===== config.mk =====
export PLATFORM = sky130hd
export DESIGN_NAME = lt_train_seq
export DESIGN_NICKNAME = d
export VERILOG_FILES = /design/src/rtl/lt_pkg.sv /design/src/rtl/lt_dwell_timer.sv /design/src/rtl/lt_phase_search.sv /design/src/rtl/lt_ctrl_fsm.sv /design/src/rtl/lt_train_seq.sv
export SDC_FILE = /design/constraint.sdc
export NUM_CORES = 1
export LEC_CHECK = 0
export BUFFER_PORTS_ARGS = -buffer_cell sky130_fd_sc_hd__buf_2
export CORE_UTILIZATION = 39
export CTS_CLUSTER_SIZE = 10
export DETAILED_ROUTE_END_ITERATION = 8
export GPL_ROUTABILITY_DRIVEN = 0
export GPL_TIMING_DRIVEN = 0
export PLACE_DENSITY_LB_ADDON = 0.15
export SLEW_MARGIN = 0
export SYNTH_ARGS = -nofsm -noshare
export SYNTH_HDL_FRONTEND = slang
export SYNTH_HIERARCHICAL = 1
export SYNTH_SLANG_ARGS = --single-unit

===== constraint.sdc =====
create_clock -name clk -period 3.7 [get_ports clk]
set_input_delay 0.555 -clock clk [delete_from_list [all_inputs] [get_ports clk]]
set_output_delay 0.555 -clock clk [all_outputs]
set_load 0.01 [all_outputs]

===== src/rtl/lt_pkg.sv =====
`timescale 1ns/1ps
package lt_pkg;

  typedef enum logic [3:0] {
    ST_SILENT  = 4'd0,
    ST_M_ECHO  = 4'd1,
    ST_M_WAIT  = 4'd2,
    ST_M_SWEEP = 4'd3,
    ST_M_BLIND = 4'd4,
    ST_M_DD    = 4'd5,
    ST_M_UP    = 4'd6,
    ST_S_ACQ   = 4'd7,
    ST_S_ECHO  = 4'd8,
    ST_S_BLIND = 4'd9,
    ST_S_DD    = 4'd10,
    ST_S_UP    = 4'd11
  } lt_state_e;

  typedef enum logic [1:0] {
    EQ_OFF   = 2'b00,
    EQ_BLIND = 2'b01,
    EQ_DD    = 2'b10
  } eq_mode_e;

endpackage


===== src/rtl/lt_dwell_timer.sv =====
`timescale 1ns/1ps
module lt_dwell_timer #(
  parameter int CW = 11
) (
  input  logic          clk,
  input  logic          rst_n,
  input  logic          run,
  input  logic [CW-1:0] limit,
  output logic          done
);

  logic [CW-1:0] cnt_q, cnt_d;

  assign done = (cnt_q == limit - 1'b1);

  always_comb begin
    cnt_d = cnt_q;
    if (!run)      cnt_d = '0;
    else if (!done) cnt_d = cnt_q + 1'b1;
  end

  always_ff @(posedge clk or negedge rst_n) begin
    if (!rst_n) cnt_q <= '0;
    else        cnt_q <= cnt_d;
  end

  // the dwell count never passes the programmed length
  a_r7_cnt_bounded: assert property (@(posedge clk) disable iff (!rst_n)
    run |-> (cnt_q <= limit - 1'b1));

  // an idle timer starts from zero
  a_r2_cnt_cleared: assert property (@(posedge clk) disable iff (!rst_n)
    !run |=> (cnt_q == '0));

endmodule


===== src/rtl/lt_phase_search.sv =====
`timescale 1ns/1ps
module lt_phase_search #(
  parameter int N_PHASE = 8,
  parameter int ERR_W   = 16,
  parameter int PW      = 3
) (
  input  logic             clk,
  input  logic             rst_n,
  input  logic             clear,
  input  logic             sample,
  input  logic [ERR_W-1:0] err,
  output logic [PW-1:0]    cur_phase,
  output logic [PW-1:0]    best_phase,
  output logic             last
);

  localparam logic [PW-1:0] LAST_IDX = PW'(N_PHASE - 1);

  logic [PW-1:0]    cur_q, cur_d;
  logic [PW-1:0]    best_q, best_d;
  logic [ERR_W-1:0] berr_q, berr_d;
  logic             better;

  assign last       = (cur_q == LAST_IDX);
  assign better     = (err < berr_q);
  assign cur_phase  = cur_q;
  assign best_phase = best_q;

  always_comb begin
    cur_d  = cur_q;
    best_d = best_q;
    berr_d = berr_q;
    if (clear) begin
      cur_d  = '0;
      best_d = '0;
      berr_d = '1;
    end else if (sample) begin
      if (better) begin
        best_d = cur_q;
        berr_d = err;
      end
      if (!last) cur_d = cur_q + 1'b1;
    end
  end

  always_ff @(posedge clk or negedge rst_n) begin
    if (!rst_n) begin
      cur_q  <= '0;
      best_q <= '0;
      berr_q <= '1;
    end else begin
      cur_q  <= cur_d;
      best_q <= best_d;
      berr_q <= berr_d;
    end
  end

  // a sample before the last phase steps the index by one
  a_r3_step: assert property (@(posedge clk) disable iff (!rst_n)
    (sample && !clear && !last) |=> (cur_q == $past(cur_q) + 1'b1));

  // without a sample the index holds
  a_r3_hold: assert property (@(posedge clk) disable iff (!rst_n)
    (!sample && !clear) |=> $stable(cur_q));

  // the kept minimum never rises during a sweep
  a_r4_min_monotone: assert property (@(posedge clk) disable iff (!rst_n)
    (sample && !clear) |=> (berr_q <= $past(berr_q)));

  // the kept minimum is no larger than any accepted sample
  a_r4_min_bound: assert property (@(posedge clk) disable iff (!rst_n)
    (sample && !clear) |=> (berr_q <= $past(err)));

endmodule


===== src/rtl/lt_ctrl_fsm.sv =====
`timescale 1ns/1ps
module lt_ctrl_fsm
  import lt_pkg::*;
#(
  parameter int CW          = 11,
  parameter int ECHO_CYCLES = 1024,
  parameter int DD_CYCLES   = 512
) (
  input  logic          clk,
  input  logic          rst_n,
  input  logic          link_en,
  input  logic          master_role,
  input  logic          slave_detect,
  input  logic          clk_found,
  input  logic          snr_good,
  input  logic          link_loss,
  input  logic          err_valid,
  input  logic          sweep_last,
  input  logic          dwell_done,
  output lt_state_e     state,
  output logic          dwell_run,
  output logic [CW-1:0] dwell_limit,
  output logic          search_clear,
  output logic          search_sample,
  output logic          tx_on,
  output logic          ec_adapt,
  output logic [1:0]    eq_mode,
  output logic          link_up
);

  localparam logic [CW-1:0] ECHO_L = CW'(ECHO_CYCLES);
  localparam logic [CW-1:0] DD_L   = CW'(DD_CYCLES);

  lt_state_e state_q, state_d;
  logic      timed, dd_phase, abort;

  assign abort         = !link_en || link_loss;
  assign search_sample = err_valid && (state_q == ST_M_SWEEP);
  assign search_clear  = (state_q == ST_SILENT) || (state_q == ST_M_WAIT);

  always_comb begin
    state_d = state_q;
    if (abort) begin
      state_d = ST_SILENT;
    end else begin
      unique case (state_q)
        ST_SILENT:  state_d = master_role ? ST_M_ECHO : ST_S_ACQ;
        ST_M_ECHO:  if (dwell_done)   state_d = ST_M_WAIT;
        ST_M_WAIT:  if (slave_detect) state_d = ST_M_SWEEP;
        ST_M_SWEEP: if (search_sample && sweep_last) state_d = ST_M_BLIND;
        ST_M_BLIND: if (snr_good)     state_d = ST_M_DD;
        ST_M_DD:    if (dwell_done)   state_d = ST_M_UP;
        ST_M_UP:    state_d = ST_M_UP;
        ST_S_ACQ:   if (clk_found)    state_d = ST_S_ECHO;
        ST_S_ECHO:  if (dwell_done)   state_d = ST_S_BLIND;
        ST_S_BLIND: if (snr_good)     state_d = ST_S_DD;
        ST_S_DD:    if (dwell_done)   state_d = ST_S_UP;
        ST_S_UP:    state_d = ST_S_UP;
        default:    state_d = ST_SILENT;
      endcase
    end
  end

  always_ff @(posedge clk or negedge rst_n) begin
    if (!rst_n) state_q <= ST_SILENT;
    else        state_q <= state_d;
  end

  // dwell timer control: runs only while a timed state is kept
  always_comb begin
    dd_phase    = (state_q == ST_M_DD) || (state_q == ST_S_DD);
    timed       = dd_phase || (state_q == ST_M_ECHO) || (state_q == ST_S_ECHO);
    dwell_run   = timed && (state_d == state_q);
    dwell_limit = dd_phase ? DD_L : ECHO_L;
  end

  // Moore output decode
  always_comb begin
    tx_on    = (state_q != ST_SILENT) && (state_q != ST_S_ACQ);
    ec_adapt = tx_on;
    link_up  = (state_q == ST_M_UP) || (state_q == ST_S_UP);
    unique case (state_q)
      ST_M_BLIND, ST_S_BLIND:               eq_mode = EQ_BLIND;
      ST_M_DD, ST_S_DD, ST_M_UP, ST_S_UP:   eq_mode = EQ_DD;
      default:                              eq_mode = EQ_OFF;
    endcase
  end

  assign state = state_q;

  // abort request always lands in silent
  a_r8_abort: assert property (@(posedge clk) disable iff (!rst_n)
    (!link_en || link_loss) |=> (state_q == ST_SILENT));

  // the master waits for the far end
  a_r2_wait_slave: assert property (@(posedge clk) disable iff (!rst_n)
    (state_q == ST_M_WAIT && !slave_detect && link_en && !link_loss)
      |=> (state_q == ST_M_WAIT));

  // blind training is kept until the SNR flag
  a_r6_blind_hold: assert property (@(posedge clk) disable iff (!rst_n)
    ((state_q == ST_M_BLIND || state_q == ST_S_BLIND) && !snr_good && link_en && !link_loss)
      |=> (eq_mode == EQ_BLIND));

  // SNR good in blind moves to decision-directed next
  a_r6_to_dd: assert property (@(posedge clk) disable iff (!rst_n)
    (eq_mode == EQ_BLIND && snr_good && link_en && !link_loss) |=> (eq_mode == EQ_DD));

  // link up keeps every adaptation path live
  a_r7_up_live: assert property (@(posedge clk) disable iff (!rst_n)
    link_up |-> (tx_on && ec_adapt && eq_mode == EQ_DD));

  // slave stays quiet while acquiring the clock
  a_r5_slave_quiet: assert property (@(posedge clk) disable iff (!rst_n)
    (state_q == ST_S_ACQ) |-> (!tx_on && eq_mode == EQ_OFF));

  // no reserved equalizer code
  a_r1_eq_legal: assert property (@(posedge clk) disable iff (!rst_n)
    eq_mode != 2'b11);

endmodule


===== src/rtl/lt_train_seq.sv =====
`timescale 1ns/1ps
module lt_train_seq
  import lt_pkg::*;
#(
  parameter int N_PHASE     = 8,
  parameter int ERR_W       = 16,
  parameter int ECHO_CYCLES = 1024,
  parameter int DD_CYCLES   = 512,
  localparam int PW         = (N_PHASE > 1) ? $clog2(N_PHASE) : 1
) (
  input  logic             clk,
  input  logic             rst_n,
  input  logic             link_en,
  input  logic             master_role,
  input  logic             slave_detect,
  input  logic             clk_found,
  input  logic [ERR_W-1:0] phase_err,
  input  logic             phase_err_valid,
  input  logic             snr_good,
  input  logic             link_loss,
  output logic [PW-1:0]    phase_idx,
  output logic             tx_on,
  output logic             ec_adapt,
  output logic [1:0]       eq_mode,
  output logic             link_up
);

  localparam int MAXC = (ECHO_CYCLES > DD_CYCLES) ? ECHO_CYCLES : DD_CYCLES;
  localparam int CW   = $clog2(MAXC + 1);

  lt_state_e     state;
  logic          dwell_run, dwell_done;
  logic [CW-1:0] dwell_limit;
  logic          search_clear, search_sample, sweep_last;
  logic [PW-1:0] cur_phase, best_phase;

  lt_ctrl_fsm #(
    .CW          (CW),
    .ECHO_CYCLES (ECHO_CYCLES),
    .DD_CYCLES   (DD_CYCLES)
  ) u_fsm (
    .clk           (clk),
    .rst_n         (rst_n),
    .link_en       (link_en),
    .master_role   (master_role),
    .slave_detect  (slave_detect),
    .clk_found     (clk_found),
    .snr_good      (snr_good),
    .link_loss     (link_loss),
    .err_valid     (phase_err_valid),
    .sweep_last    (sweep_last),
    .dwell_done    (dwell_done),
    .state         (state),
    .dwell_run     (dwell_run),
    .dwell_limit   (dwell_limit),
    .search_clear  (search_clear),
    .search_sample (search_sample),
    .tx_on         (tx_on),
    .ec_adapt      (ec_adapt),
    .eq_mode       (eq_mode),
    .link_up       (link_up)
  );

  lt_dwell_timer #(.CW(CW)) u_dwell (
    .clk   (clk),
    .rst_n (rst_n),
    .run   (dwell_run),
    .limit (dwell_limit),
    .done  (dwell_done)
  );

  lt_phase_search #(
    .N_PHASE (N_PHASE),
    .ERR_W   (ERR_W),
    .PW      (PW)
  ) u_search (
    .clk        (clk),
    .rst_n      (rst_n),
    .clear      (search_clear),
    .sample     (search_sample),
    .err        (phase_err),
    .cur_phase  (cur_phase),
    .best_phase (best_phase),
    .last       (sweep_last)
  );

  // phase select: sweep shows the probe, later master states the winner
  always_comb begin
    unique case (state)
      ST_M_SWEEP:                    phase_idx = cur_phase;
      ST_M_BLIND, ST_M_DD, ST_M_UP:  phase_idx = best_phase;
      default:                       phase_idx = '0;
    endcase
  end

  // the locked phase holds through decision-directed training and link up
  a_r4_lock_stable: assert property (@(posedge clk) disable iff (!rst_n)
    (state == ST_M_DD || state == ST_M_UP) |-> $stable(phase_idx));

  // slave path never moves the phase
  a_r5_slave_phase: assert property (@(posedge clk) disable iff (!rst_n)
    (state inside {ST_S_ACQ, ST_S_ECHO, ST_S_BLIND, ST_S_DD, ST_S_UP}) |-> (phase_idx == '0));

  // the sweep opens at phase zero
  a_r3_start_zero: assert property (@(posedge clk) disable iff (!rst_n)
    (state == ST_M_WAIT && slave_detect && link_en && !link_loss) |=> (phase_idx == '0));

endmodule


# ---- Word-level counts from Yosys, hierarchy flattened
# Index checks and enable logic that the tools add are counted.
dict set report op_classes {
  addsub 3
  order_cmp 1
  n_eq_ne 17
  muxes 26
  n_reduce_logical 20
}
# op count
set ops {}
lappend ops {{two-way mux 16 bit} 3}
lappend ops {{one-hot mux 4 bit (12 select lines)} 1}
lappend ops {{two-way mux 4 bit} 10}
lappend ops {{two-way mux 11 bit} 3}
lappend ops {{two-way mux 3 bit} 7}
lappend ops {{equality test 4 x 3 -> 1 bit, second input constant} 4}
lappend ops {{equality test 4 bit, second input constant} 4}
lappend ops {{< comparator 16 bit} 1}
lappend ops {{adder 11 x 1 -> 11 bit, second input constant} 1}
lappend ops {{equality test 11 bit} 1}
lappend ops {{subtractor 11 x 1 -> 11 bit, second input constant} 1}
lappend ops {{equality test 4 x 2 -> 1 bit, second input constant} 2}
lappend ops {{logical OR 1 bit} 6}
lappend ops {{one-hot mux 3 bit (2 select lines)} 1}
lappend ops {{equality test 4 x 1 -> 1 bit, second input constant} 1}
lappend ops {{equality test 4 bit} 1}
lappend ops {{logical AND 1 bit} 4}
lappend ops {{zero test 4 bit} 1}
lappend ops {{inequality test 2 bit, second input constant} 2}
lappend ops {{inequality test 4 x 3 -> 1 bit, second input constant} 1}
lappend ops {{one-hot mux 2 bit (2 select lines)} 1}
lappend ops {{AND reduction 2 bit} 2}
lappend ops {{nonzero test 2 bit} 2}
lappend ops {{nonzero test 4 bit} 1}
lappend ops {{other kinds (6)} 6}
dict set report totals {
  regBits 37
  inputBits 25
  out_inout_bits 8
  wordCells 72
}

# ---- Depth between registers and ports, before layout
# Gate-level depths: netlist of run 1.
dict set report depth {
  depth_word 11
  mapped_depth 19
  depth_no_buf 15
}

# ---- Modules after synthesis
# Netlist of run 1, hierarchy kept.
# module instances cells_per_inst area_per_inst_um2
set modules_own_cells {}
lappend modules_own_cells {lt_phase_search 1 148 1415.1}
lappend modules_own_cells {lt_dwell_timer 1 112 1029.7}
lappend modules_own_cells {lt_ctrl_fsm 1 75 558.0}
lappend modules_own_cells {lt_train_seq 1 10 62.6}

# ---- Worst setup path after synthesis of run 1
# Ideal clock, no wire load.
dict set report synth_path {
  kind {reg2reg}
  startpoint {register u_fsm.state_q[1] (netlist: u_fsm/state[1])}
  endpoint {register u_dwell.cnt_q[3]}
  setup_ps 66
  arrival_ps 3554
  required_ps 3634
  path_slack_ps 80
  path_stages_with_launch 18
  n_path_buf 3
  period_less_slack_ps 3620
  path_cell_list {dfrtp_1 -> clkbuf_1 -> nand2b_1 -> nor3b_1 -> a31oi_1 -> inv_1 -> buf_4 -> nor3_1 -> and3_1 -> a2111oi_2 -> nor3_4 -> nor3_4 -> buf_6 -> o311ai_1 -> a221oi_2 -> mux2i_1 -> or4b_1 -> nand2_1}
}
dict set report synth_via {
  elab_chain_cells 11
  elab_cells_between_ends 35
  classes_between {add/sub: 1; eq/ne: 14; mux: 13; reduce/logical: 7}
}
# item line_no
set synth_rtl {}
lappend synth_rtl {{start, declared} lt_ctrl_fsm.sv:34} ;# lt_state_e state_q, state_d;
lappend synth_rtl {{start signal, assigned} lt_ctrl_fsm.sv:66} ;# else state_q <= state_d;
lappend synth_rtl {{equality test 4 x 3 -> 1 bit / equality test 4 bit (equally long branches)} lt_ctrl_fsm.sv:71} ;# dd_phase = (state_q == ST_M_DD) || (state_q == ST_S_DD);
lappend synth_rtl {{logical OR 1 bit (*)} lt_ctrl_fsm.sv:71}
lappend synth_rtl {{two-way mux 11 bit (*)} lt_ctrl_fsm.sv:74} ;# dwell_limit = dd_phase ? DD_L : ECHO_L;
lappend synth_rtl {{via dwell_limit[10]} lt_train_seq.sv:33} ;# logic [CW-1:0] dwell_limit;
lappend synth_rtl {{subtractor 11 x 1 -> 11 bit (*)} lt_dwell_timer.sv:14} ;# assign done = (cnt_q == limit - 1'b1);
lappend synth_rtl {{equality test 11 bit (*)} lt_dwell_timer.sv:14}
lappend synth_rtl {{via dwell_done} lt_train_seq.sv:32} ;# logic dwell_run, dwell_done;
lappend synth_rtl {{two-way mux 4 bit (on tied branches)} -}
lappend synth_rtl {{one-hot mux 4 bit (12 select lines) (*)} lt_ctrl_fsm.sv:46} ;# unique case (state_q)
lappend synth_rtl {{two-way mux 4 bit (*)} lt_ctrl_fsm.sv:43} ;# if (abort) begin
lappend synth_rtl {{equality test 4 bit (*)} lt_ctrl_fsm.sv:73} ;# dwell_run = timed && (state_d == state_q);
lappend synth_rtl {{logical AND 1 bit (*)} lt_ctrl_fsm.sv:73}
lappend synth_rtl {{via dwell_run} lt_train_seq.sv:32}
lappend synth_rtl {{inequality test 2 bit (no line) / two-way mux 11 bit (equally long branches)} -}
lappend synth_rtl {{end signal, assigned} lt_dwell_timer.sv:24} ;# else cnt_q <= cnt_d;
lappend synth_rtl {{end, declared} lt_dwell_timer.sv:12} ;# logic [CW-1:0] cnt_q, cnt_d;
# The timed path passes the listed nets; every way through them passes the cells marked *.
# A chain may end at the register's enable or synchronous reset.

# ---- Worst setup path after layout of run 1
dict set report layout_path {
  startpoint {register u_fsm.state_q[3] (netlist: u_fsm/state[3])}
  endpoint {register u_dwell.cnt_q[3]}
}
# The elaborated chain is that of the path after synthesis.

==> results of run 1 <==
worst register-to-register path, stage by stage (launching register included):
cell      delay (ps)
dfrtp_1          390
buf_6            140
buf_4            170
nor3b_4          210
a31oi_4           60
inv_1             60
buf_4            130
nor3_2            40
and3_4           180
and3_1           200
nor3_4           230
nor3_4            70
buf_6            130
nor3b_2          150
a21oi_1           70
a221oi_2         370
mux2i_2          340
or4b_1           450
nand2_1           80
layer usage:
metal	track usage [%]	wire (um)	vias up	share of wire, %
li1	-	-	1316	-
met1	22.49	3282	1243	49
met2	28.72	3189	27	47
met3	2.441	173	6	2.6
met4	5.242	81	0	1.2
met5	0	0	-	0
kinds of logic (layout without fill, tap and decap cells):
logic type | Yosys count | count (layout) | synth area share (%)
multiplexers | 28 | 28 | 9.143
other | 1 | 9 | 0.1223
AND/OR/NAND/NOR | 141 | 141 | 26.82
AO/OA/AOI/OAI | 54 | 54 | 13.14
buffers and inverters | 54 | 107 | 9.020
adder cells (fa/ha/maj) | 19 | 19 | 7.755
flip-flops | 37 | 37 | 30.86
XOR/XNOR | 11 | 11 | 3.143
synthesized netlist by cell type, types with 3 or more instances:
master    instances  area share, %
nand2_1          15            1.8
dfrtp_1          21             17
and3_1            3           0.61
or3_1             5            1.0
inv_1            28            3.4
nor3_1            6           0.98
nand2b_1         15            3.1
nand4b_1          4            1.1
or4_1             3           0.73
nand4_1           7            1.4
dfstp_2          16             14
xnor2_1           7            2.0
buf_6             4            1.5
a21o_1            5            1.2
o31ai_1           4           0.98
mux2i_1          28            9.1
xor2_1            4            1.1
nor2b_1           6            1.2
nor2_1           42            5.1
o21ai_0           5           0.82
ha_1             19            7.8
nand3_1          10            1.6
buf_4            11            2.7
a21boi_1          4           0.98
clkbuf_1          8           0.98
and2_1            5            1.0
a21oi_1          11            1.8
worst paths after layout:
kind / to / slack [ps] / depth (start not counted)
worst max register to register: u_dwell/cnt_q[3] / 180 / 18
worst min-delay path: u_dwell/cnt_q[6] / 370 / 1
min in group clk: u_search/berr_q[6] / 520 / 2
worst min register to register: u_search/berr_q[6] / 520 / 2
worst max-delay path: u_dwell/cnt_q[3] / 180 / 18
max in group asynchronous: u_fsm/state[0] / 2730 / 1
registers in the layout (all words and copies together) (netlist names):
| name | count |
|---|---|
| u_dwell/cnt_q | 11 |
| u_search/best_phase | 3 |
| u_search/berr_q | 16 |
| u_search/cur_phase | 3 |
| u_fsm/state | 4 |
area by class of cell:
| cell class | count | area, um^2 |
|---|---|---|
| multi-input combinational | 262 | 1957 |
| clock inverter | 1 | 5.005 |
| clock buffer | 7 | 76.32 |
| fill | 717 | 3751 |
| sequential | 37 | 949.7 |
| timing repair buffer | 46 | 265.3 |
| tap | 99 | 123.9 |
| inverter | 28 | 105.1 |
| buffer | 25 | 175.2 |
repair_timing:
action                     in CTS  in global routing
setup endpoints to repair      11                 11
pin swaps                       2                  5
buffers inserted                9                  5
hold buffers                    0                  0
gates resized for setup        10                 14
power breakdown:
part	switching (mW)	internal (mW)
sequential	0.00556	0.409
clock	0.145	0.132
combinational	0.0895	0.0710
total	0.240	0.612
stage by stage:
stage | std cells | setup TNS (ps) | setup WS, ps | util [%] | area, um^2
finish | 505 | 0 | 175.3 | 49.37 | 3657
global route | 505 | -4.249 | -4.249 | 49.37 | 3657
CTS | 500 | 0 | 37.57 | 48.15 | 3567
detailed placement | 484 | -6387 | -679.2 | 45.62 | 3379
global placement | 484 | -6707 | -703.6 | 45.62 | 3379
floorplan | 353 | 0 | 79.96 | - | 3095
==> metrics.md, run 1 <==
| Metric | Value |
|---|---|
| Row cnt | `31` |
| Setup Skew | `8.326 ps` |
| H-tree Lvls | `2` |
| Critical Path Source | `u_fsm/state[3]` |
| Top delay family on crit path | `simple AND/OR/NAND/NOR gates` |
| Final Critical Period | `3525 ps` |
| Final period utilization | `95.26%` |
| CP max stage cell | `or4b_1` |
| CP Launch Type | `flip-flop` |
| Clk sinks | `37` |
| Port Buffer Count | `32` |
| Power per Cell Area | `232.9 nW/um^2` |
| CTS clk-pin slew, worst paths | `70 ps` |
| Outcome | `completed` |
| Critical Path Fanout Max | `10` |
| Setup violators final | `0` |
| DR iter-0 viols | `84` |
| Commonest non-fill, non-tap cells in the layout | `nor2_1, buf_2, inv_1` |
| First-pass GRT wire length | `11.33 mm` |
| Total core area | `7408 um^2` |
| Initial Util | `41.38%` |
| Die ar. | `8218 um^2` |
| Synth warn | `6` |
| WS Path Type | `reg -> reg` |
| Commonest non-fill, non-tap cell in the layout | `nor2_1` |
| Slew Viols, Final | `0` |
| Synth-to-Final Area Change | `19.31%` |
| Net count reported at finish | `449` |
| Avg WL per Cell | `13.32 um` |
| Initial antenna violation count | `0` |
| Power Total | `0.8518 mW` |
| Chip height | `90.66 um` |
| Avg Cell Area, Syn | `8.885 um^2` |
| Sequential area share after synthesis | `30.86%` |
| Hold slack | `374.0 ps` |
| VDD IR max | `163.0 uV` |
| Total track usage | `17.05%` |
| Post-synth EDFFs | `0` |
| Clock Tree Buf Depth | `2` |
| ANT nets after route | `0` |
| Max-cap violations | `0` |
| R2r startpoint | `u_fsm/state[3]` |
| Most common flop cell mapped by yosys | `dfrtp_1` |
| Arrival @ worst endpoint | `3760 ps` |
| Vias per cell | `5.133` |
| Total vias in the final route | `2592` |
| Post-synthesis register bit count | `37` |
| CP required | `3930 ps` |
| CP Capture Type | `flip-flop` |
| Num CTS Buffers | `5` |
| Die W | `90.66 um` |
| Post-Synthesis Cells | `345` |
| Share of post-route cells with drive strength above 1 | `27.83%` |
| Max stage delay on crit path | `450 ps` |
| P_leak | `1.682 nW` |
| Fmax | `283.7 MHz` |
| Antenna cells | `0` |
| Worst Max-Slew Pin Slew | `859.5 ps` |
| Post-synth cell types | `66` |
| Post-Syn Area | `3065 um^2` |
| Sequence of cells on the critical path | `buf_6 > buf_4 > nor3b_4 > a31oi_4 > inv_1 > buf_4 > nor3_2 > and3_4 > and3_1 > nor3_4 > nor3_4 > buf_6 > nor3b_2 > a21oi_1 > a221oi_2 > mux2i_2 > or4b_1 > nand2_1` |
| DRC Markers | `0` |
| Async S/R FF share, synth | `100.0%` |
| Root Driver | `clkbuf_8` |
| Number of global-route vias before repair | `2475` |
| Pin count of the biggest net entering global routing | `38` |
| DR pass1 iterations | `4` |
| Remaining global-route overflow | `0` |
| Overall routed net length | `6.727 mm` |
| WP buf/inv | `5` |
| Endpoints failing hold | `0` |
| IO Pins | `33` |
| Clk Latency, worst-skew pair | `290 ps` |
| Post-DP HPWL | `4.837 mm` |
| CTS tree | `yes` |
| Slew HR | `42.70%` |
| Hold WC Path Type | `in -> async` |
No activity file was read; power rests on OpenSTA's default activity.
==> run 2, diff against run 1 <==
Clock period 3.7 ns to 3.5 ns, I/O delays scaled along.
==> run 2 against run 1 <==
Against the previous run: die area unchanged; cell area up 3.0%; via count up 1.2%; combinational power up 12%; worst hold slack worse by 35 ps; largest cell class unchanged; largest power group unchanged.
==> metrics.md, run 2 (synthesized netlist as in run 1, its figures left out) <==
| Metric | Value |
|---|---|
| WS Path Type | `reg -> reg` |
| Endpoints failing hold | `0 (unchanged)` |
| Final period utilization | `96.18% (+0.92 points)` |
| Post-DP HPWL | `4.744 mm (-1.9%)` |
| Setup violators final | `0 (unchanged)` |
| Net count reported at finish | `458 (+2.0%)` |
| Hold buffers post-CTS | `0 (unchanged)` |
| Final Critical Period | `3366 ps (-158.4 ps)` |
| Vias per cell | `5.103 (-0.58%)` |
| Remaining global-route overflow | `0 (unchanged)` |
| CP Launch Type | `flip-flop` |
| Die W | `90.66 um (unchanged)` |
| H-tree Lvls | `2 (unchanged)` |
| Max-cap violations | `0 (unchanged)` |
| Comb power frac | `19.4% (+0.6 points)` |
| Largest Register | `u_search/berr_q` |
| CP Capture Type | `flip-flop` |
| Hold slack | `339.0 ps (-34.96 ps)` |
| CTS tree | `yes` |
| Commonest non-fill, non-tap cell in the layout | `nor2_1` |
| Slew HR | `42.64% (-0.058 points)` |
| Antenna cells | `0 (unchanged)` |
| Hold WC Path Type | `in -> async` |
| Setup Skew | `9.443 ps (+1.117 ps)` |
| Share of post-route cells with drive strength above 1 | `30.84% (+3.0 points)` |
| Total track usage | `16.77% (-0.28 points)` |
| ANT nets after route | `0 (unchanged)` |
| IO Pins | `33 (unchanged)` |
| Reg power frac | `47.0% (-1.6 points)` |
| Multi-input gate area | `1984 um^2 (+1.4%)` |
| Root Driver | `clkbuf_8` |
| Synth-to-Final Area Change | `22.94%` |
| Initial Util | `41.38% (unchanged)` |
| Busiest metal layer after global routing | `met2` |
| Power per Cell Area | `246.3 nW/um^2 (+5.8%)` |
| Clk Latency, worst-skew pair | `290 ps (about the same)` |
| Overall routed net length | `6.896 mm (+2.5%)` |
| CP required | `3730 ps (-200 ps)` |
| CTS clk-pin slew, worst paths | `80 ps (about the same)` |
| P_leak | `1.731 nW (+2.9%)` |
| Worst Max-Slew Pin Slew | `860.4 ps (+0.8749 ps)` |
| Port Buffer Count | `32 (unchanged)` |
| Clock Tree Buf Depth | `2 (unchanged)` |
| Total core area | `7408 um^2 (unchanged)` |
| Outcome | `completed` |
| Avg WL per Cell | `13.42 um (+0.72%)` |
| DR pass1 iterations | `4 (unchanged)` |
| Chip height | `90.66 um (unchanged)` |
| Slew Viols, Final | `0 (unchanged)` |
| DR iter-0 viols | `117 (+39%)` |
| Sw frac | `27.40% (-0.75 points)` |
| Initial antenna violation count | `0 (unchanged)` |
| Grt met1 use | `22.50% (about the same)` |
| Critical Path Fanout Max | `4 (-6)` |
| Pin count of the biggest net entering global routing | `38 (unchanged)` |
| R2R setup slack | `130 ps (-40 ps)` |
| Num CTS Buffers | `5 (unchanged)` |
| Max FFs per register | `16 (unchanged)` |
| Total vias in the final route | `2623 (+1.2%)` |
| First-pass GRT wire length | `11.32 mm (about the same)` |
| Commonest non-fill, non-tap cells in the layout | `nor2_1, buf_4, buf_2` |
| Row cnt | `31 (unchanged)` |
| Clk sinks | `37 (unchanged)` |
| Global routing usage on met2 | `27.65% (-1.1 points)` |
| Die ar. | `8218 um^2 (unchanged)` |
| VDD IR max | `170.9 uV (+4.9%)` |
| Clk pwr share | `33.6% (+1.1 points)` |
| Post-layout util | `50.87% (+1.5 points)` |
| Int Pwr | `0.6740 mW (+10%)` |
| Storage cell area | `950.9 um^2 (+0.13%)` |
| Number of global-route vias before repair | `2480 (+0.20%)` |
| Fmax | `297.1 MHz (+4.7%)` |
| DRC Markers | `0 (unchanged)` |
| Fill count | `725 (+1.1%)` |
| Arrival @ worst endpoint | `3600 ps (-160 ps)` |
| GR Layer Usage met3 | `2.694% (+0.25 points)` |
| NetSw | `0.2544 mW (+6.1%)` |
| Total negative setup slack | `0 ps (unchanged)` |
==> run 2: changes by cell type in the layout (fill, tap and decap cells not counted), sizes merged <==
cell    delta
buf        +8
clkbuf     +2
clkinv     -1
==> run 2: layout make-up <==
cell class,instances,share of cell area (%)
Multi-Input combinational cell,262,52.66
Sequential cell,37,25.23
Timing Repair Buffer,57,9.230
Buffer,23,4.416
Tap cell,99,3.287
Inverter,28,2.789
Clock buffer,8,2.390
==> run 2: critical path, stage by stage (launching register included) <==
cell      delay [ps]
dfrtp_2          420
buf_4            150
nor2b_4          160
a31oi_4          110
buf_4            170
xor2_2           170
and3_4           190
nor3_4           230
nor3_4            80
buf_6            130
nor3b_2          160
a21oi_1           70
a221oi_2         370
mux2i_2          330
or4b_4           500
nand2_2           70
==> run 2: timing repair <==
item                       in CTS  in global routing
buffers inserted               16                  9
gates cloned                    0                  0
gates resized for setup        17                  8
setup endpoints to repair      11                  9
pin swaps                       9                  8
==> run 2: power groups by stage <==
stage	sequential [mW]	combinational, mW	clock [mW]
floorplan	0.444	0.105	0
global placement	0.446	0.153	0
detailed placement	0.446	0.154	0
CTS	0.437	0.167	0.325
global route	0.437	0.200	0.339
finish	0.436	0.180	0.312
==> run 2: final timing paths <==
check,startpoint,to,depth (start not counted)
worst max-delay path,u_fsm/state[2],u_dwell/cnt_q[3],15
worst min-delay path,rst_n,u_dwell/cnt_q[6],1
worst max register to register,u_fsm/state[2],u_dwell/cnt_q[3],15
worst min register to register,u_search/berr_q[9],u_search/berr_q[9],2
max in group asynchronous,rst_n,u_fsm/state[2],1
min in group clk,phase_err[12],u_search/berr_q[12],3
==> run 2: per-layer routing <==
layer,up-vias,share of wire [%]
li1,1334,-
met1,1254,49
met2,29,48
met3,6,2.0
met4,0,0.94
met5,-,0
==> run 2: per-stage QoR <==
| step | total power, mW | setup WS, ps | instance area (um^2) | instances |
|---|---|---|---|---|
| floorplan | 0.5489 | 17.79 | 3120 | 353 |
| global placement | 0.5985 | -602.8 | 3405 | 484 |
| detailed placement | 0.5995 | -638.5 | 3405 | 484 |
| CTS | 0.9286 | 6.610 | 3671 | 506 |
| global route | 0.9759 | -42.25 | 3769 | 514 |
| finish | 0.9284 | 133.7 | 3769 | 514 |
==> run 3, diff against run 2 <==
Settings changed: BUFFER_PORTS_ARGS -buffer_cell sky130_fd_sc_hd__buf_2 to unset, DONT_BUFFER_PORTS set to 1.
==> run 3 against run 2 <==
Against the previous run: wire length grew 0.48%; register-to-register slack lost 90 ps; sequential power is essentially flat; via count shrank 3.5%; worst setup slack lost 95 ps; clock skew shrank 3.6 ps; first-iteration DRC count grew 7.7%; power shrank 2.2%.
==> metrics.md, run 3 (synthesized netlist as in run 1, its figures left out) <==
| Metric | Value |
|---|---|
| Max-cap violations | `0 (unchanged)` |
| Clock Tree Buf Depth | `2 (unchanged)` |
| Port Buffer Count | `0 (-100%)` |
| Total core area | `7408 um^2 (unchanged)` |
| Die W | `90.66 um (unchanged)` |
| DR iter-0 viols | `126 (+7.7%)` |
| Hold slack | `79.08 ps (-259.9 ps)` |
| Total vias in the final route | `2532 (-3.5%)` |
| Worst Max-Slew Pin Slew | `1037 ps (+177.1 ps)` |
| CTS clk-pin slew, worst paths | `70 ps (about the same)` |
| Final period utilization | `98.89% (+2.7 points)` |
| P_leak | `1.607 nW (-7.2%)` |
| Row cnt | `31 (unchanged)` |
| RSZ-0062 raised after global routing | `true` |
| Remaining global-route overflow | `0 (unchanged)` |
| CP Capture Type | `flip-flop` |
| Share of post-route cells with drive strength above 1 | `24.94% (-5.9 points)` |
| IO Pins | `33 (unchanged)` |
| Synth-to-Final Area Change | `18.94%` |
| Chip height | `90.66 um (unchanged)` |
| CTS tree | `yes` |
| Vias per cell | `5.231 (+2.5%)` |
| Clk Latency, worst-skew pair | `290 ps (about the same)` |
| Fmax | `288.9 MHz (-2.7%)` |
| WS Path Type | `reg -> reg` |
| Outcome | `completed` |
| Pin count of the biggest net entering global routing | `22 (-42%)` |
| Endpoints failing hold | `0 (unchanged)` |
| DR pass1 iterations | `4 (unchanged)` |
| Hold WC Path Type | `in -> async` |
| Avg WL per Cell | `14.32 um (+6.7%)` |
| Slew Viols, Final | `0 (unchanged)` |
| First-pass GRT wire length | `11.59 mm (+2.4%)` |
| CP required | `3730 ps (about the same)` |
| Antenna cells | `0 (unchanged)` |
| Net count reported at finish | `428 (-6.6%)` |
| Largest Register | `u_search/berr_q` |
| Initial antenna violation count | `0 (unchanged)` |
| Power Total | `0.9078 mW (-2.2%)` |
| Num CTS Buffers | `5 (unchanged)` |
| Initial Util | `41.38% (unchanged)` |
| Die ar. | `8218 um^2 (unchanged)` |
| R2R setup slack | `40 ps (-90 ps)` |
| Arrival @ worst endpoint | `3690 ps (+90 ps)` |
| DRC Markers | `0 (unchanged)` |
| Total track usage | `17.51% (+0.74 points)` |
| Fill count | `692 (-4.6%)` |
| H-tree Lvls | `2 (unchanged)` |
| Clk sinks | `37 (unchanged)` |
| Setup violators final | `0 (unchanged)` |
| Root Driver | `clkbuf_8` |
| Final Critical Period | `3461 ps (+94.97 ps)` |
| ANT nets after route | `0 (unchanged)` |
| Number of global-route vias before repair | `2441 (-1.6%)` |
| Final setup margin | `38.69 ps (-94.97 ps)` |
| Power per Cell Area | `249.0 nW/um^2 (+1.1%)` |
| Slew HR | `30.61% (-12 points)` |
| Pre-CTS setup slack | `-643.7 ps (-5.213 ps)` |
| Critical Path Fanout Max | `8 (+4)` |
| Max FFs per register | `16 (unchanged)` |
| Commonest non-fill, non-tap cells in the layout | `nor2_1, buf_4, inv_1, mux2i_1, ha_1` |
| Commonest non-fill, non-tap cell in the layout | `nor2_1` |
| Post-DP HPWL | `4.686 mm (-1.2%)` |
| CP Launch Type | `flip-flop` |
| VDD IR max | `116.5 uV (-32%)` |
| Setup Skew | `5.861 ps (-3.582 ps)` |
| Overall routed net length | `6.929 mm (+0.48%)` |
[run 3: per-layer routing]
metal / up-vias / global-route usage [%] / part of all wire [%]
li1: 1275 / - / -
met1: 1223 / 23.40 / 48
met2: 27 / 28.28 / 47
met3: 7 / 4.293 / 3.7
met4: 0 / 4.435 / 0.95
met5: - / 0 / 0
[run 3: worst paths after layout]
check,end,start,cells after the start
max in group asynchronous,u_fsm/state[0],rst_n,1
worst min register to register,u_search/berr_q[5],u_search/berr_q[5],2
min in group clk,u_search/berr_q[5],phase_err[5],2
worst min-delay path,u_search/berr_q[6],rst_n,0
worst max register to register,u_dwell/cnt_q[3],u_fsm/state[3],17
worst max-delay path,u_dwell/cnt_q[3],u_fsm/state[3],17
[run 3: cell type report]
type	count	area (um^2)	share of cell area (%)
Buffer	25	190.2	5.216
Clock buffer	8	90.09	2.471
Inverter	28	105.1	2.883
Multi-Input combinational cell	262	1997	54.77
Sequential cell	37	949.7	26.05
Tap cell	99	123.9	3.397
Timing Repair Buffer	25	190.2	5.216
[run 3: critical path, cell delays in order, from the launching register on]
cell and delay (ps):
dfrtp_1 410, buf_6 140, buf_8 120, nor3b_4 220, a31oi_4 60, inv_2 70, buf_6 120, nor3_4 40
and3_4 150, a2111oi_4 320, nor3_4 90, nor3_4 230, buf_6 160, o311ai_4 90, a221oi_2 320, mux2i_2 300
or4b_4 490, nand2_2 70
[run 3: repair_timing]
action                     in CTS  in global routing
hold buffers                    1                  0
setup buffers                  11                 13
pin swaps                       6                  9
setup endpoints to repair      11                 11
hold endpoints to repair       21                  0
resized for setup              12                 17
[run 3: metrics by stage]
step | TNS [ps] | instances | cell area, um^2 | utilization (%)
finish | 0 | 484 | 3646 | 49.21
CTS | 0 | 471 | 3466 | 46.78
detailed placement | -5722 | 452 | 3244 | 43.79
global route | -446.7 | 484 | 3646 | 49.21
floorplan | 0 | 353 | 3120 | -
global placement | -5869 | 452 | 3244 | 43.79
[run 3: report_power, final]
part / total, mW / switching, mW / internal [mW]
registers: 0.437 / 0.00439 / 0.432
logic: 0.160 / 0.0875 / 0.0720
clock network: 0.312 / 0.151 / 0.161
total: 0.908 / 0.243 / 0.665
